`config.mk`:
```
export PLATFORM = sky130hd
export DESIGN_NAME = shadow_window_top
export DESIGN_NICKNAME = d
export VERILOG_FILES = /design/src/rtl/shadow_pkg.sv /design/src/rtl/shadow_ctrl_regs.sv /design/src/rtl/shadow_slice_decode.sv /design/src/rtl/shadow_window_top.sv
export SDC_FILE = /design/constraint.sdc
export NUM_CORES = 1
export LEC_CHECK = 0
export BUFFER_PORTS_ARGS = -buffer_cell sky130_fd_sc_hd__clkbuf_2
export CAP_MARGIN = 20
export CORE_MARGIN = 5
export CORE_UTILIZATION = 50
export CTS_CLUSTER_SIZE = 20
export DETAILED_ROUTE_END_ITERATION = 8
export PLACE_DENSITY = 0.79
export SYNTH_ARGS = -nofsm -noshare
export SYNTH_HDL_FRONTEND = slang
export SYNTH_HIERARCHICAL = 1
export SYNTH_SLANG_ARGS = --single-unit
```
`constraint.sdc`:
```
create_clock -name clk -period 2.4 [get_ports clk]
set_input_delay 0.48 -clock clk [delete_from_list [all_inputs] [get_ports clk]]
set_output_delay 0.48 -clock clk [all_outputs]
set_load 0.05 [all_outputs]
```
`src/rtl/shadow_pkg.sv`:
```
package shadow_pkg;
    localparam int IOA_W = 16;
    localparam int DW    = 8;
    localparam int MA_W  = 20;
    localparam int NREG  = 3;
    localparam int SLICES_PER_SEG = 4;
    localparam int NSEG  = 4;
    localparam int NSLICE = NSEG * SLICES_PER_SEG;
    localparam int SLICE_BITS = $clog2(NSLICE);
    localparam int SLICE_LSB = 14;

    localparam logic [IOA_W-1:0] PORT_INDEX = 16'h0022;
    localparam logic [IOA_W-1:0] PORT_DATA  = 16'h0024;
    localparam logic [DW-1:0]    FIRST_IDX  = 8'h04;

    typedef enum logic [1:0] {SEG_C = 2'd0, SEG_D = 2'd1, SEG_E = 2'd2, SEG_F = 2'd3} seg_e;

    function automatic logic [DW-1:0] reg_index(int n);
        return FIRST_IDX + DW'(n);
    endfunction
endpackage

```
`src/rtl/shadow_ctrl_regs.sv`:
```
module shadow_ctrl_regs
    import shadow_pkg::*;
(
    input  logic             clk,
    input  logic             rst_n,
    input  logic             io_wr,
    input  logic             io_rd,
    input  logic [IOA_W-1:0] io_addr,
    input  logic [DW-1:0]    io_wdata,
    output logic [DW-1:0]    io_rdata,
    output logic [DW-1:0]    ctrl_c,
    output logic [DW-1:0]    ctrl_d,
    output logic [DW-1:0]    ctrl_ef
);
    logic [DW-1:0] idx_q;
    logic [DW-1:0] regs_q [NREG];
    logic [NREG-1:0] hit;
    logic          wr_index, wr_data;
    logic [DW-1:0] sel_data;

    assign wr_index = io_wr && (io_addr == PORT_INDEX);
    assign wr_data  = io_wr && (io_addr == PORT_DATA);

    always_ff @(posedge clk) begin
        if (!rst_n)        idx_q <= '0;
        else if (wr_index) idx_q <= io_wdata;
    end

    for (genvar g = 0; g < NREG; g++) begin : g_reg
        assign hit[g] = (idx_q == reg_index(g));
        always_ff @(posedge clk) begin
            if (!rst_n)                 regs_q[g] <= '0;
            else if (wr_data && hit[g]) regs_q[g] <= io_wdata;
        end
    end

    always_comb begin
        sel_data = '1;
        for (int k = 0; k < NREG; k++)
            if (hit[k]) sel_data = regs_q[k];
    end

    always_comb begin
        io_rdata = '0;
        if (io_rd) begin
            if (io_addr == PORT_INDEX)     io_rdata = idx_q;
            else if (io_addr == PORT_DATA) io_rdata = sel_data;
        end
    end

    assign ctrl_c  = regs_q[0];
    assign ctrl_d  = regs_q[1];
    assign ctrl_ef = regs_q[2];

    AST_RESET_CLEAR: assert property (@(posedge clk) disable iff (!rst_n)
        $rose(rst_n) |-> (ctrl_c == '0 && ctrl_d == '0 && ctrl_ef == '0 && idx_q == '0));
    AST_INDEX_LOAD: assert property (@(posedge clk) disable iff (!rst_n)
        wr_index |=> (idx_q == $past(io_wdata)));
    AST_DATA_STORE: assert property (@(posedge clk) disable iff (!rst_n)
        (wr_data && idx_q == reg_index(2)) |=> (ctrl_ef == $past(io_wdata)));
    AST_UNIMPL_KEEP: assert property (@(posedge clk) disable iff (!rst_n)
        (wr_data && hit == '0) |=> ($stable(ctrl_c) && $stable(ctrl_d) && $stable(ctrl_ef)));
    AST_OTHER_PORT_KEEP: assert property (@(posedge clk) disable iff (!rst_n)
        (io_wr && !wr_index && !wr_data) |=> ($stable(idx_q) && $stable(ctrl_c) && $stable(ctrl_d) && $stable(ctrl_ef)));
endmodule

```
`src/rtl/shadow_slice_decode.sv`:
```
module shadow_slice_decode
    import shadow_pkg::*;
(
    input  logic [DW-1:0]   ctrl_c,
    input  logic [DW-1:0]   ctrl_d,
    input  logic [DW-1:0]   ctrl_ef,
    input  logic [MA_W-1:0] mem_addr,
    input  logic            mem_wr,
    output logic            mem_internal
);
    logic [NSLICE-1:0] rd_en, wr_en;
    logic              in_window;
    logic [SLICE_BITS-1:0] slice;

    for (genvar s = 0; s < NSLICE; s++) begin : g_slice
        localparam seg_e SEG = seg_e'(s / SLICES_PER_SEG);
        localparam int   SL  = s % SLICES_PER_SEG;
        if (SEG == SEG_C) begin : g_c
            assign rd_en[s] = ctrl_c[2*SL];
            assign wr_en[s] = ctrl_c[2*SL+1];
        end else if (SEG == SEG_D) begin : g_d
            assign rd_en[s] = ctrl_d[2*SL];
            assign wr_en[s] = ctrl_d[2*SL+1];
        end else if (SEG == SEG_E) begin : g_e
            assign rd_en[s] = ctrl_ef[0];
            assign wr_en[s] = ctrl_ef[1];
        end else begin : g_f
            assign rd_en[s] = ctrl_ef[2];
            assign wr_en[s] = ctrl_ef[3];
        end
    end

    assign in_window = (mem_addr[MA_W-1 -: 2] == 2'b11);
    assign slice     = mem_addr[SLICE_LSB +: SLICE_BITS];

    always_comb begin
        if (!in_window)  mem_internal = 1'b1;
        else if (mem_wr) mem_internal = wr_en[slice];
        else             mem_internal = rd_en[slice];
    end
endmodule

```
`src/rtl/shadow_window_top.sv`:
```
module shadow_window_top
    import shadow_pkg::*;
(
    input  logic             clk,
    input  logic             rst_n,
    input  logic             io_wr,
    input  logic             io_rd,
    input  logic [IOA_W-1:0] io_addr,
    input  logic [DW-1:0]    io_wdata,
    output logic [DW-1:0]    io_rdata,
    input  logic [MA_W-1:0]  mem_addr,
    input  logic             mem_wr,
    output logic             mem_internal
);
    logic [DW-1:0] ctrl_c, ctrl_d, ctrl_ef;

    shadow_ctrl_regs u_regs (
        .clk(clk), .rst_n(rst_n), .io_wr(io_wr), .io_rd(io_rd),
        .io_addr(io_addr), .io_wdata(io_wdata), .io_rdata(io_rdata),
        .ctrl_c(ctrl_c), .ctrl_d(ctrl_d), .ctrl_ef(ctrl_ef)
    );

    shadow_slice_decode u_dec (
        .ctrl_c(ctrl_c), .ctrl_d(ctrl_d), .ctrl_ef(ctrl_ef),
        .mem_addr(mem_addr), .mem_wr(mem_wr), .mem_internal(mem_internal)
    );

    AST_LOW_INTERNAL: assert property (@(posedge clk) disable iff (!rst_n)
        (mem_addr < 20'hC0000) |-> mem_internal);
    AST_ZERO_CTRL_EXT: assert property (@(posedge clk) disable iff (!rst_n)
        (ctrl_c == '0 && ctrl_d == '0 && ctrl_ef == '0 && mem_addr >= 20'hC0000) |-> !mem_internal);
    AST_E_SEG_READ: assert property (@(posedge clk) disable iff (!rst_n)
        (mem_addr[19:16] == 4'hE && !mem_wr) |-> (mem_internal == ctrl_ef[0]));
    AST_F_SEG_WRITE: assert property (@(posedge clk) disable iff (!rst_n)
        (mem_addr[19:16] == 4'hF && mem_wr) |-> (mem_internal == ctrl_ef[3]));
    AST_RDATA_IDLE: assert property (@(posedge clk) disable iff (!rst_n)
        !io_rd |-> (io_rdata == '0));
endmodule

```
## Word level (Yosys, flattened, before mapping)

Memories as Yosys holds them, arrays and structs flattened.
Cells that the tools add are included.

- Add/subtract/negate cells: 0
- Multiply operators: 0
- Div/mod/pow operators: 0
- Order comparisons: 1
- Eq/ne operators: 6
- Shifts and indexed selects: 0
- Muxes and demuxes: 25
- Bitwise logic cells: 3
- Reductions and logical operators: 5

Operator list:

| kind | number |
|---|---|
| $mux 8 | 9 |
| $eq 16x6->1 const B | 2 |
| $eq 8x3->1 const B | 3 |
| $mux 1 | 14 |
| $bmux 1 s4 | 2 |
| $logic_and 1x1->1 | 5 |
| $lt 4x5->1 const B | 1 |
| $or 1x1->1 | 3 |
| $eq 2x2->1 const B | 1 |

- Flip-flop bits (word level): 8
- Bits in latches: 0
- Bits in writable memories: 24
- ROM bits: 0
- Bits of input ports: 49
- Output and inout port bits: 9
- Word-level logic and storage cells: 42
- Memories: 1

Memories:

| memory | words | width | rd ports | clocked after Yosys merged registers in | write ports | RTL line | text |
|---|---|---|---|---|---|---|---|
| u_regs.regs_q | 3 | 8 | 3 | 0 | 3 | shadow_ctrl_regs.sv:16 | `logic [DW-1:0] regs_q [NREG];` |

## Depth between registers and ports, before layout

Gate-level depths: netlist (run 1).

- Word-level depth: 7
- Depth in mapped cells: 5

## Modules after synthesis

The synthesis (run 1) kept the hierarchy.

Modules (own cells, without submodules):

| module | times used | cells an instance | area an instance (um2) | seq. area each (um2) |
|---|---|---|---|---|
| shadow_ctrl_regs | 1 | 145 | 1647.8 | 880.8 |
| shadow_slice_decode | 1 | 20 | 181.4 | 0.0 |

## Worst setup path before layout (run 1)

No wires, ideal clock.

- Path kind: input to output
- Start: input io_addr[4]
- End: output io_rdata[0]
- Data arrival time: 2.227 ns
- Data required time: 1.920 ns
- Slack: -0.307 ns
- Cell stages on the path: 5
- Buffers on the path: 1
- Path through: nor4b_2 > nand4_1 > or3b_1 > buf_2 > o2bb2ai_1

- Longest elaborated chain between the ends: 4
- Elaborated cells between the ends (all ways): 5
- Classes of those cells: eq/ne (2); mux (3)

Ends and longest elaborated chain:

| element | RTL line | text |
|---|---|---|
| start, declared | shadow_window_top.sv:8 | `input logic [IOA_W-1:0] io_addr,` |
| $eq 16x6->1 | shadow_ctrl_regs.sv:47 | `else if (io_addr == PORT_DATA) io_rdata = sel_data;` |
| $mux 8 | shadow_ctrl_regs.sv:47 |  |
| $mux 8 (*) | shadow_ctrl_regs.sv:46 | `if (io_addr == PORT_INDEX) io_rdata = idx_q;` |
| $mux 8 (*) | shadow_ctrl_regs.sv:45 | `if (io_rd) begin` |
| end, declared | shadow_window_top.sv:10 | `output logic [DW-1:0] io_rdata,` |

Mark *: on every way between the ends. The rest lies on a longest branch, timed or not.

## Final worst setup path (run 1)

- Start: input io_addr[9]
- End: output io_rdata[2]

The elaborated chain is that of the path after synthesis.

==> Implementation_results.wiki, run 1 <==
{| class="wikitable"
! Metric !! Value
|-
| Area share of the largest cell type after synthesis || 0.394
|-
| Aggregate routed wire length || 5220 um
|-
| Sequence of cells on the critical path || clkbuf_2 -> nor4_4 -> nand4_1 -> or3b_4 -> buf_12 -> o2bb2ai_4 -> buf_12
|-
| Max Clk Rate || 410 MHz
|-
| Residual DRC count || 0
|-
| Total standard cell area after synthesis || 0.00183 mm^2
|-
| Total iterations of the first detailed-routing run || 4
|-
| Die Height || 70.5 um
|-
| Commonest register cell after synthesis || edfxtp_1
|-
| Fraction of synthesized area in multiplexers || 0.152
|-
| Tightest Pin Transition || 0.493 ns
|-
| Avg WL per Cell || 18.7 um
|-
| Number of primary I/O pins || 58
|-
| Worst min path class || in -> reg
|-
| Least setup slack across all paths after layout || -0.0400 ns
|-
| Share of flip-flops with an asynchronous set or reset after synthesis || 0
|-
| TritonCTS clock tree || built
|-
| Max clock buf depth || 2
|-
| Maximum number of pins on one net before global-route repair || 25
|-
| Vias per Instance || 5.71
|-
| Synthesized flop and latch total || 32
|-
| Tot GR Track Use || 0.222
|-
| Failing checks || setup timing
|-
| Pre-CTS worst setup slack || -0.166 ns
|-
| Post-Synthesis Net Count || 214
|-
| Critical path endpoint category || output pin
|-
| Number of buffers created by CTS || 5
|-
| First-pass GRT wire length || 8370 um
|-
| Run status || finished, violations left
|-
| Maximum vdd ir drop || 0.352 mV
|-
| Final period util || 1.02
|-
| Dominant combinational cell family by area after synthesis || simple AND/OR/NAND/NOR gates
|-
| Number of nets in the layout || 279
|-
| Largest delay share family, worst path || simple AND/OR/NAND/NOR gates
|-
| Number of levels in the clock H-tree || 2
|-
| Starting density of the core || 0.507
|-
| Vias || 1594
|-
| Die ar. || 0.00497 mm^2
|-
| Placement Rows || 22
|-
| Iter 0 DRT Violations || 94
|-
| Minimum clock period || 2.44 ns
|-
| Detailed placement HPWL || 3710 um
|-
| Width of the chip || 70.5 um
|-
| Critical path type || in -> out
|-
| Most area-hungry cell type in the Yosys netlist || edfxtp_1
|-
| Critical Path RT || 1.92 ns
|-
| Worst slew margin relative to its limit || 0.668
|-
| Final standard cell area without fillers || 0.00267 mm^2
|-
| Final antenna-violating net count || 0
|-
| Largest clock skew in the final design || 0.00605 ns
|-
| Critical Path Source Type || input pin
|-
| Cell area after placement || 0.00238 mm^2
|-
| Number of endpoints with negative hold slack in the final report || 0
|-
| Synthesized-area fraction occupied by ao, oa, aoi and oai cells || 0.0876
|-
| Master cell of the clock root buffer || clkbuf_8
|-
| Max stage delay on crit path || 0.42 ns
|-
| Sequential area share after synthesis || 0.482
|-
| I/O Buffers || 43
|-
| Adder-cell share of the synthesized area || 0
|-
| Cell at the slowest stage of the critical path || or3b_4
|-
| Number of global-route vias before repair || 1660
|-
| Biggest area contributors in the synthesized netlist || edfxtp_1 (39%), dfxtp_1 (8.8%), mux2i_1 (6.6%), mux2_2 (4.9%), nor2_1 (4.9%)
|-
| Number of filler cells placed in the layout || 234
|-
| GRT Residual Overflow || 0
|-
| Maximum Capacitance Violations || 0
|-
| Mapped Cells || 165
|-
| Unique masters post-synth || 33
|-
| Critical Path AT || 1.96 ns
|-
| Mean area per synthesized cell || 11.1 um^2
|-
| Leakage component of the power || 0.00102 uW
|-
| Total setup violations reported at the end of the flow || 8
|-
| GPL Wtd Cong || 0.822
|-
| RSZ-0062 raised after global routing || true
|-
| Post-Synth Simple-Gate Area || 0.261
|-
| Parity-gate share of the synthesized area counting xor and xnor cells || 0
|-
| Reg clk slew, reported paths || 0.07 ns
|-
| Max-slew violation count || 0
|-
| Minimum hold slack || 0.474 ns
|-
| Clk_lat worst skew || 0.28 ns
|-
| Number of antenna violations at the first check in global routing || 0
|-
| Minimum setup slack among reg-to-reg paths || 0.35 ns
|-
| Buf+Inv Stages, Crit Path || 3
|-
| Worst path most repeated cell || buf_12
|-
| Maximum fanout along the worst path || 8
|-
| Share of cells above drive strength 1 || 0.446
|-
| Number of warning messages in the yosys log || 6
|-
| Power Density || 422 mW/mm^2
|-
| Area delta synth->final || 45.8%
|-
| Post-synth EDFFs || 24
|-
| Antenna diode instance count || 0
|-
| Core box area || 0.00361 mm^2
|-
| Sink Count || 32
|}
-- cell type report --
cell class | instances | area [um^2] | share of cell area
multi-input combinational | 125 | 1100 | 0.414
sequential | 32 | 882 | 0.331
timing repair buffer | 65 | 537 | 0.201
clock buffer | 7 | 76.3 | 0.0286
tap | 48 | 60.1 | 0.0225
clock inverter | 1 | 3.75 | 0.00141
inverter | 1 | 3.75 | 0.00141
-- flip-flops by register name (all words and copies together), names as in the netlist --
name           cells
u_regs/regs_q     24
u_regs/idx_q       8
-- worst paths after layout --
path / start / end / cells after the start
worst min register to register: u_regs/idx_q[6] / u_regs/idx_q[6] / 2
worst min-delay path: io_wdata[7] / u_regs/idx_q[7] / 3
worst max-delay path: io_addr[9] / io_rdata[2] / 7
worst max register to register: u_regs/idx_q[5] / u_regs/regs_q[0][3] / 5
-- layer usage --
metal / wire, um / share of wire / GRT usage
met2: 2750 / 0.53 / 0.383
met4: 117 / 0.022 / 0.0723
met5: 0 / 0 / 0
met1: 2030 / 0.39 / 0.271
met3: 318 / 0.061 / 0.0532
-- power breakdown --
| part | switching (uW) | internal, uW | leakage (uW) |
|---|---|---|---|
| sequential | 9.90 | 612 | 0.000299 |
| clock | 180 | 201 | 0.0000399 |
| combinational | 62.9 | 60.1 | 0.000685 |
| total | 253 | 873 | 0.00102 |
-- cells in the final DEF, fill, tap and decap left out, types with 2 or more instances in the layout --
cell type  instances
edfxtp_1          24
dfxtp_1            7
mux2i_1           12
nor4_4             2
and2_1             8
mux2_2             8
nand3_1            2
clkbuf_8           5
nand2b_1           3
mux4_2             3
buf_6              3
buf_4             19
nand2_1           22
and3_1             4
clkbuf_1           2
a22oi_1            2
nor4b_4            2
nor4_1             2
o22a_1             8
nor2_1            23
buf_12             9
or4_4              2
o2bb2ai_4          8
clkbuf_2          33
-- synthesized netlist by cell type, types with 2 or more instances --
library cell,number
edfxtp_1,24
nor2_1,24
nand2_1,22
mux2i_1,12
and2_1,8
dfxtp_1,8
mux2_2,8
o22a_1,8
o2bb2ai_1,8
and3_1,4
clkbuf_1,4
nand2b_1,4
buf_2,3
mux4_2,3
a22oi_1,2
nand3_1,2
nor3b_1,2
nor4_1,2
nor4_2,2
or4_4,2
-- logic make-up after synthesis --
kind of cell,Yosys count
flip-flops,32
AND/OR/NAND/NOR,83
buffers and inverters,8
AO/OA/AOI/OAI,19
multiplexers,23
-- through the flow --
stage	utilization	total power (uW)	TNS, ns	cells
finish	0.739	1130	-0.210	279
global route	0.739	1170	-0.568	279
CTS	0.730	1120	-0.0807	278
detailed placement	0.661	746	-0.765	268
global placement	0.661	741	-0.211	268
floorplan	-	684	-0.300	165
-- repair_timing --
| item | 4_1_cts | 5_1_grt |
|---|---|---|
| pin swaps | 4 | 4 |
| setup endpoints to repair | 8 | 8 |
| hold buffers | 0 | 0 |
| buffers inserted | 2 | 1 |
| gates resized for setup | 19 | 8 |
-- worst register-to-register path: cells and delay by family, from the launching register on --
kind,cells,cell delay (ns)
buffers and inverters,1,0.17
flip-flops,1,0.36
AND/OR/NAND/NOR,4,1.24
(Power assumes the default switching activity.)
==> inputs of run 2 (changes only) <==
==> constraint.sdc (replaced) <==
create_clock -name clk -period 2.8 [get_ports clk]
set_input_delay 0.56 -clock clk [delete_from_list [all_inputs] [get_ports clk]]
set_output_delay 0.56 -clock clk [all_outputs]
set_load 0.01 [all_outputs]
==> run 2 against run 1 <==
Effect of this change: the run now ends clean; non-clock buffer count decreased by 20; clock-buffer cell count decreased by 1; final cell count decreased by 7.2%; clock skew increased by 0.0027 ns; highest routed layer unchanged.
==> Implementation_results.wiki, run 2 (same netlist as run 1, synthesis figures left out) <==
{| class="wikitable"
! Metric !! Value
|-
| GRT Residual Overflow || 0
|-
| Worst min path class || reg -> reg
|-
| Tot GR Track Use || 0.186
|-
| Width of the chip || 70.5 um
|-
| First-pass GRT wire length || 7050 um
|-
| Clk_lat worst skew || 0.29 ns
|-
| Number of hold buffers added after cts || 0
|-
| Sink Count || 32
|-
| Number of endpoints with negative hold slack in the final report || 0
|-
| Sequence of cells on the critical path || clkbuf_2 -> nor4b_2 -> nand4_1 -> or3b_1 -> o2bb2ai_1 -> clkbuf_2
|-
| Registers with the most flip-flops || u_regs/regs_q (24), u_regs/idx_q (8)
|-
| Final-layout setup total negative slack || 0 ns
|-
| Area delta synth->final || 20.6%
|-
| Maximum number of pins on one net before global-route repair || 25
|-
| Number of nets in the layout || 259
|-
| Maximum vdd ir drop || 0.307 mV
|-
| Critical Path RT || 2.24 ns
|-
| Max stage delay on crit path || 0.53 ns
|-
| Starting density of the core || 0.507
|-
| Final period util || 0.927
|-
| Most frequent standard cell in the layout excluding fill and tap cells || clkbuf_2
|-
| Critical path endpoint category || output pin
|-
| Total setup violations reported at the end of the flow || 0
|-
| Vias per Instance || 5.59
|-
| Residual DRC count || 0
|-
| Post-CTS setup-driven buffer insertion count || 0
|-
| Number of filler cells placed in the layout || 301
|-
| I/O Buffers || 43
|-
| Total iterations of the first detailed-routing run || 4
|-
| Detailed placement HPWL || 3400 um
|-
| RSZ-0062 raised after global routing || false
|-
| Critical path type || in -> out
|-
| Iter 0 DRT Violations || 80
|-
| Tightest Pin Transition || 0.577 ns
|-
| Flip-flop count of the largest register, all copies and words added || 24
|-
| Max clock buf depth || 2
|-
| Worst slew margin relative to its limit || 0.615
|-
| Placement Rows || 22
|-
| Number of global-route vias before repair || 1437
|-
| Die Height || 70.5 um
|-
| Aggregate routed wire length || 4340 um
|-
| Run status || finished, final reports clean
|-
| Die ar. || 0.00497 mm^2
|-
| Number of primary I/O pins || 58
|-
| Most frequent cells in the layout || clkbuf_2 (43), nor2_1 (24), edfxtp_1 (24), nand2_1 (22), mux2i_1 (12)
|-
| TritonCTS clock tree || built
|-
| Avg WL per Cell || 16.8 um
|-
| Worst path most repeated cell || clkbuf_2
|-
| Number of antenna violations at the first check in global routing || 0
|-
| Minimum clock period || 2.60 ns
|-
| Largest delay share family, worst path || simple AND/OR/NAND/NOR gates
|-
| Final antenna-violating net count || 0
|-
| Cell at the slowest stage of the critical path || or3b_1
|-
| Utilization after layout || 0.612
|-
| Maximum Capacitance Violations || 0
|-
| Leakage component of the power || 0.000846 uW
|-
| Vias || 1448
|-
| Critical Path Source Type || input pin
|-
| Buf+Inv Stages, Crit Path || 2
|-
| Largest register by flop count || u_regs/regs_q
|-
| Maximum fanout along the worst path || 8
|-
| Number of gates resized after cts || 0
|-
| Largest clock skew in the final design || 0.00880 ns
|-
| Max Clk Rate || 385 MHz
|-
| Critical Path AT || 2.04 ns
|-
| GPL Wtd Cong || 0.787
|-
| Share of cells above drive strength 1 || 0.341
|-
| Antenna diode instance count || 0
|-
| Reg clk slew, reported paths || 0.07 ns
|-
| Core box area || 0.00361 mm^2
|-
| Power Density || 484 mW/mm^2
|-
| Max-slew violation count || 0
|-
| Number of buffers created by CTS || 5
|-
| Master cell of the clock root buffer || clkbuf_8
|-
| Number of levels in the clock H-tree || 2
|}
## run 2: worst min-delay path, delay by kind of cell, from the launching register on
kind,cells,cell delay (ns)
flip-flops,1,0.32
AND/OR/NAND/NOR,1,0.06
multiplexers,1,0.05
## run 2: through the flow
step	hold slack (ns)	worst slack (ns)	cell area, um^2	power [uW]	cells
6_report	0.483	0.204	2210	1070	259
5_1_grt	0.510	0.0704	2210	1110	259
4_1_cts	0.485	0.198	2210	1070	259
3_5_place_dp	0.475	0.200	2090	629	251
3_3_place_gp	0.464	0.211	2090	625	251
2_1_floorplan	0.448	0.486	1830	584	165
## run 2: final timing paths
kind | start | slack (ns) | endpoint | cells after the start
max reg2reg | u_regs/idx_q[5] | 0.64 | u_regs/regs_q[2][5] | 4
min reg2reg | u_regs/idx_q[3] | 0.48 | u_regs/idx_q[3] | 2
max | io_addr[4] | 0.20 | io_rdata[6] | 6
min | u_regs/idx_q[3] | 0.48 | u_regs/idx_q[3] | 2
## run 2: report_power, final
group	total, uW	switching (uW)	internal, uW
Sequential	532	7.74	524
Combinational	86.0	44.4	41.5
Clock	449	163	286
Total	1070	215	852
## run 2: metal layers
layer | wire length (um) | GRT usage
met4 | 55 | 0.0681
met2 | 2150 | 0.305
met3 | 296 | 0.0446
met5 | 0 | 0
met1 | 1840 | 0.238
## run 2: final cells by class
cell class                      instances  area [um^2]  area share
Multi-Input combinational cell        125          915       0.415
Sequential cell                        32          881       0.399
Timing Repair Buffer                   45          230       0.104
Clock buffer                            6         82.6      0.0374
Tap cell                               48         60.1      0.0272
Clock inverter                          2         33.8      0.0153
Inverter                                1         3.75     0.00170
==> inputs of run 3 (changes only) <==
--- a/config.mk
+++ b/config.mk
@@ -11,6 +11,7 @@
 export CORE_UTILIZATION = 50
 export CTS_CLUSTER_SIZE = 20
 export DETAILED_ROUTE_END_ITERATION = 8
+export MAX_ROUTING_LAYER = met4
 export PLACE_DENSITY = 0.79
 export SYNTH_ARGS = -nofsm -noshare
 export SYNTH_HDL_FRONTEND = slang
==> run 3 against run 2 <==
Effect of this change: first-iteration DRC count grew 11%; final cell count unchanged; clock-buffer cell count unchanged; clock skew down 0.00072 ns; flip-flop and latch count unchanged; sequential power hardly changed; design area stayed put; non-clock buffer count stayed put; combinational power is essentially flat; via count grew 1.3%.
==> Implementation_results.wiki, run 3 (same netlist as run 1, synthesis figures left out) <==
{| class="wikitable"
! Metric !! Value
|-
| Run status || finished, final reports clean
|-
| GRT Residual Overflow || 0
|-
| Critical Path Source Type || input pin
|-
| Power Total || 1070 uW
|-
| Iter 0 DRT Violations || 89
|-
| Post-CTS setup-driven buffer insertion count || 0
|-
| Most frequent cells in the layout || clkbuf_2 (43), nor2_1 (24), edfxtp_1 (24), nand2_1 (22), mux2i_1 (12)
|-
| Leakage component of the power || 0.000846 uW
|-
| Worst path most repeated cell || clkbuf_2
|-
| Total iterations of the first detailed-routing run || 4
|-
| Max-slew violation count || 0
|-
| Max stage delay on crit path || 0.53 ns
|-
| Vias || 1467
|-
| Final period util || 0.925
|-
| Worst slew margin relative to its limit || 0.606
|-
| TritonCTS clock tree || built
|-
| Starting density of the core || 0.507
|-
| Die Height || 70.5 um
|-
| Core box area || 0.00361 mm^2
|-
| Clk_lat worst skew || 0.28 ns
|-
| Vias per Instance || 5.66
|-
| First-pass GRT wire length || 7040 um
|-
| Registers with the most flip-flops || u_regs/regs_q (24), u_regs/idx_q (8)
|-
| Final-layout setup total negative slack || 0 ns
|-
| Maximum Capacitance Violations || 0
|-
| Maximum vdd ir drop || 0.309 mV
|-
| Largest clock skew in the final design || 0.00808 ns
|-
| I/O Buffers || 43
|-
| Number of levels in the clock H-tree || 2
|-
| Area delta synth->final || 20.6%
|-
| Number of buffers created by CTS || 5
|-
| Antenna diode instance count || 0
|-
| Width of the chip || 70.5 um
|-
| Final antenna-violating net count || 0
|-
| Most frequent standard cell in the layout excluding fill and tap cells || clkbuf_2
|-
| Number of gates resized after cts || 0
|-
| Number of nets in the layout || 259
|-
| Total setup violations reported at the end of the flow || 0
|-
| Residual DRC count || 0
|-
| Critical Path RT || 2.24 ns
|-
| GPL Wtd Cong || 0.798
|-
| Die ar. || 0.00497 mm^2
|-
| Largest register by flop count || u_regs/regs_q
|-
| Minimum hold slack || 0.484 ns
|-
| Cell at the slowest stage of the critical path || or3b_1
|-
| Detailed placement HPWL || 3400 um
|-
| Hold-critical path depth || 2
|-
| Number of antenna violations at the first check in global routing || 0
|-
| Number of primary I/O pins || 58
|-
| Number of endpoints with negative hold slack in the final report || 0
|-
| Power Density || 484 mW/mm^2
|-
| Sink Count || 32
|-
| Max Clk Rate || 386 MHz
|-
| Critical path endpoint category || output pin
|-
| Number of global-route vias before repair || 1435
|-
| Number of cells on the worst reg-to-reg path || 4
|-
| Number of filler cells placed in the layout || 301
|-
| RSZ-0062 raised after global routing || false
|-
| Tot GR Track Use || 0.192
|-
| Aggregate routed wire length || 4350 um
|-
| Sequence of cells on the critical path || clkbuf_2 -> nor4b_2 -> nand4_1 -> or3b_1 -> o2bb2ai_1 -> clkbuf_2
|-
| Number of hold buffers added after cts || 0
|-
| Critical path type || in -> out
|-
| Critical Path AT || 2.03 ns
|-
| Maximum fanout along the worst path || 8
|-
| Minimum clock period || 2.59 ns
|-
| Avg WL per Cell || 16.8 um
|-
| Worst min path class || reg -> reg
|-
| Master cell of the clock root buffer || clkbuf_8
|-
| Tightest Pin Transition || 0.590 ns
|-
| Placement Rows || 22
|-
| Flip-flop count of the largest register, all copies and words added || 24
|-
| Share of cells above drive strength 1 || 0.341
|-
| Maximum number of pins on one net before global-route repair || 25
|-
| Max clock buf depth || 2
|-
| Reg clk slew, reported paths || 0.07 ns
|}
==> run 3: layout make-up <==
| class | count | area, um^2 | area share |
|---|---|---|---|
| Tap cell | 48 | 60.1 | 0.0272 |
| Timing Repair Buffer | 45 | 230 | 0.104 |
| Clock inverter | 2 | 33.8 | 0.0153 |
| Multi-Input combinational cell | 125 | 915 | 0.415 |
| Sequential cell | 32 | 881 | 0.399 |
| Clock buffer | 6 | 82.6 | 0.0374 |
| Inverter | 1 | 3.75 | 0.00170 |
==> run 3: worst paths after layout <==
| path | startpoint | endpoint | slack, ns |
|---|---|---|---|
| hold / removal | u_regs/idx_q[3] | u_regs/idx_q[3] | 0.48 |
| setup reg to reg | u_regs/idx_q[5] | u_regs/regs_q[2][5] | 0.64 |
| hold reg to reg | u_regs/idx_q[3] | u_regs/idx_q[3] | 0.48 |
| setup / recovery | io_addr[4] | io_rdata[5] | 0.21 |
==> run 3: routing by layer <==
layer | wire [um] | vias to the layer above | track usage
li1 | - | 710 | -
met1 | 1870 | 700 | 0.235
met2 | 2150 | 48 | 0.310
met3 | 254 | 9 | 0.0460
met4 | 70 | 0 | 0.0681
met5 | 0 | - | -
==> run 3: critical path: cells and delay by family <==
kind | cells | cell delay [ns]
buf+inv | 2 | 0.24
compound gates | 1 | 0.19
simple gates | 3 | 1.03
==> run 3: report_power, final <==
part           total [uW]  leakage, uW  switching (uW)  internal [uW]
clock network         449    0.0000588             163            286
registers             532     0.000299            7.78            524
logic                86.2     0.000488            44.6           41.5
total                1070     0.000846             215            852
==> run 3: through the flow <==
step	utilization	worst slack (ns)	cell area, um^2	cells
6_report	0.612	0.210	2210	259
5_1_grt	0.612	0.0833	2210	259
3_5_place_dp	0.579	0.200	2090	251
3_3_place_gp	0.579	0.211	2090	251
4_1_cts	0.612	0.198	2210	259
2_1_floorplan	-	0.486	1830	165
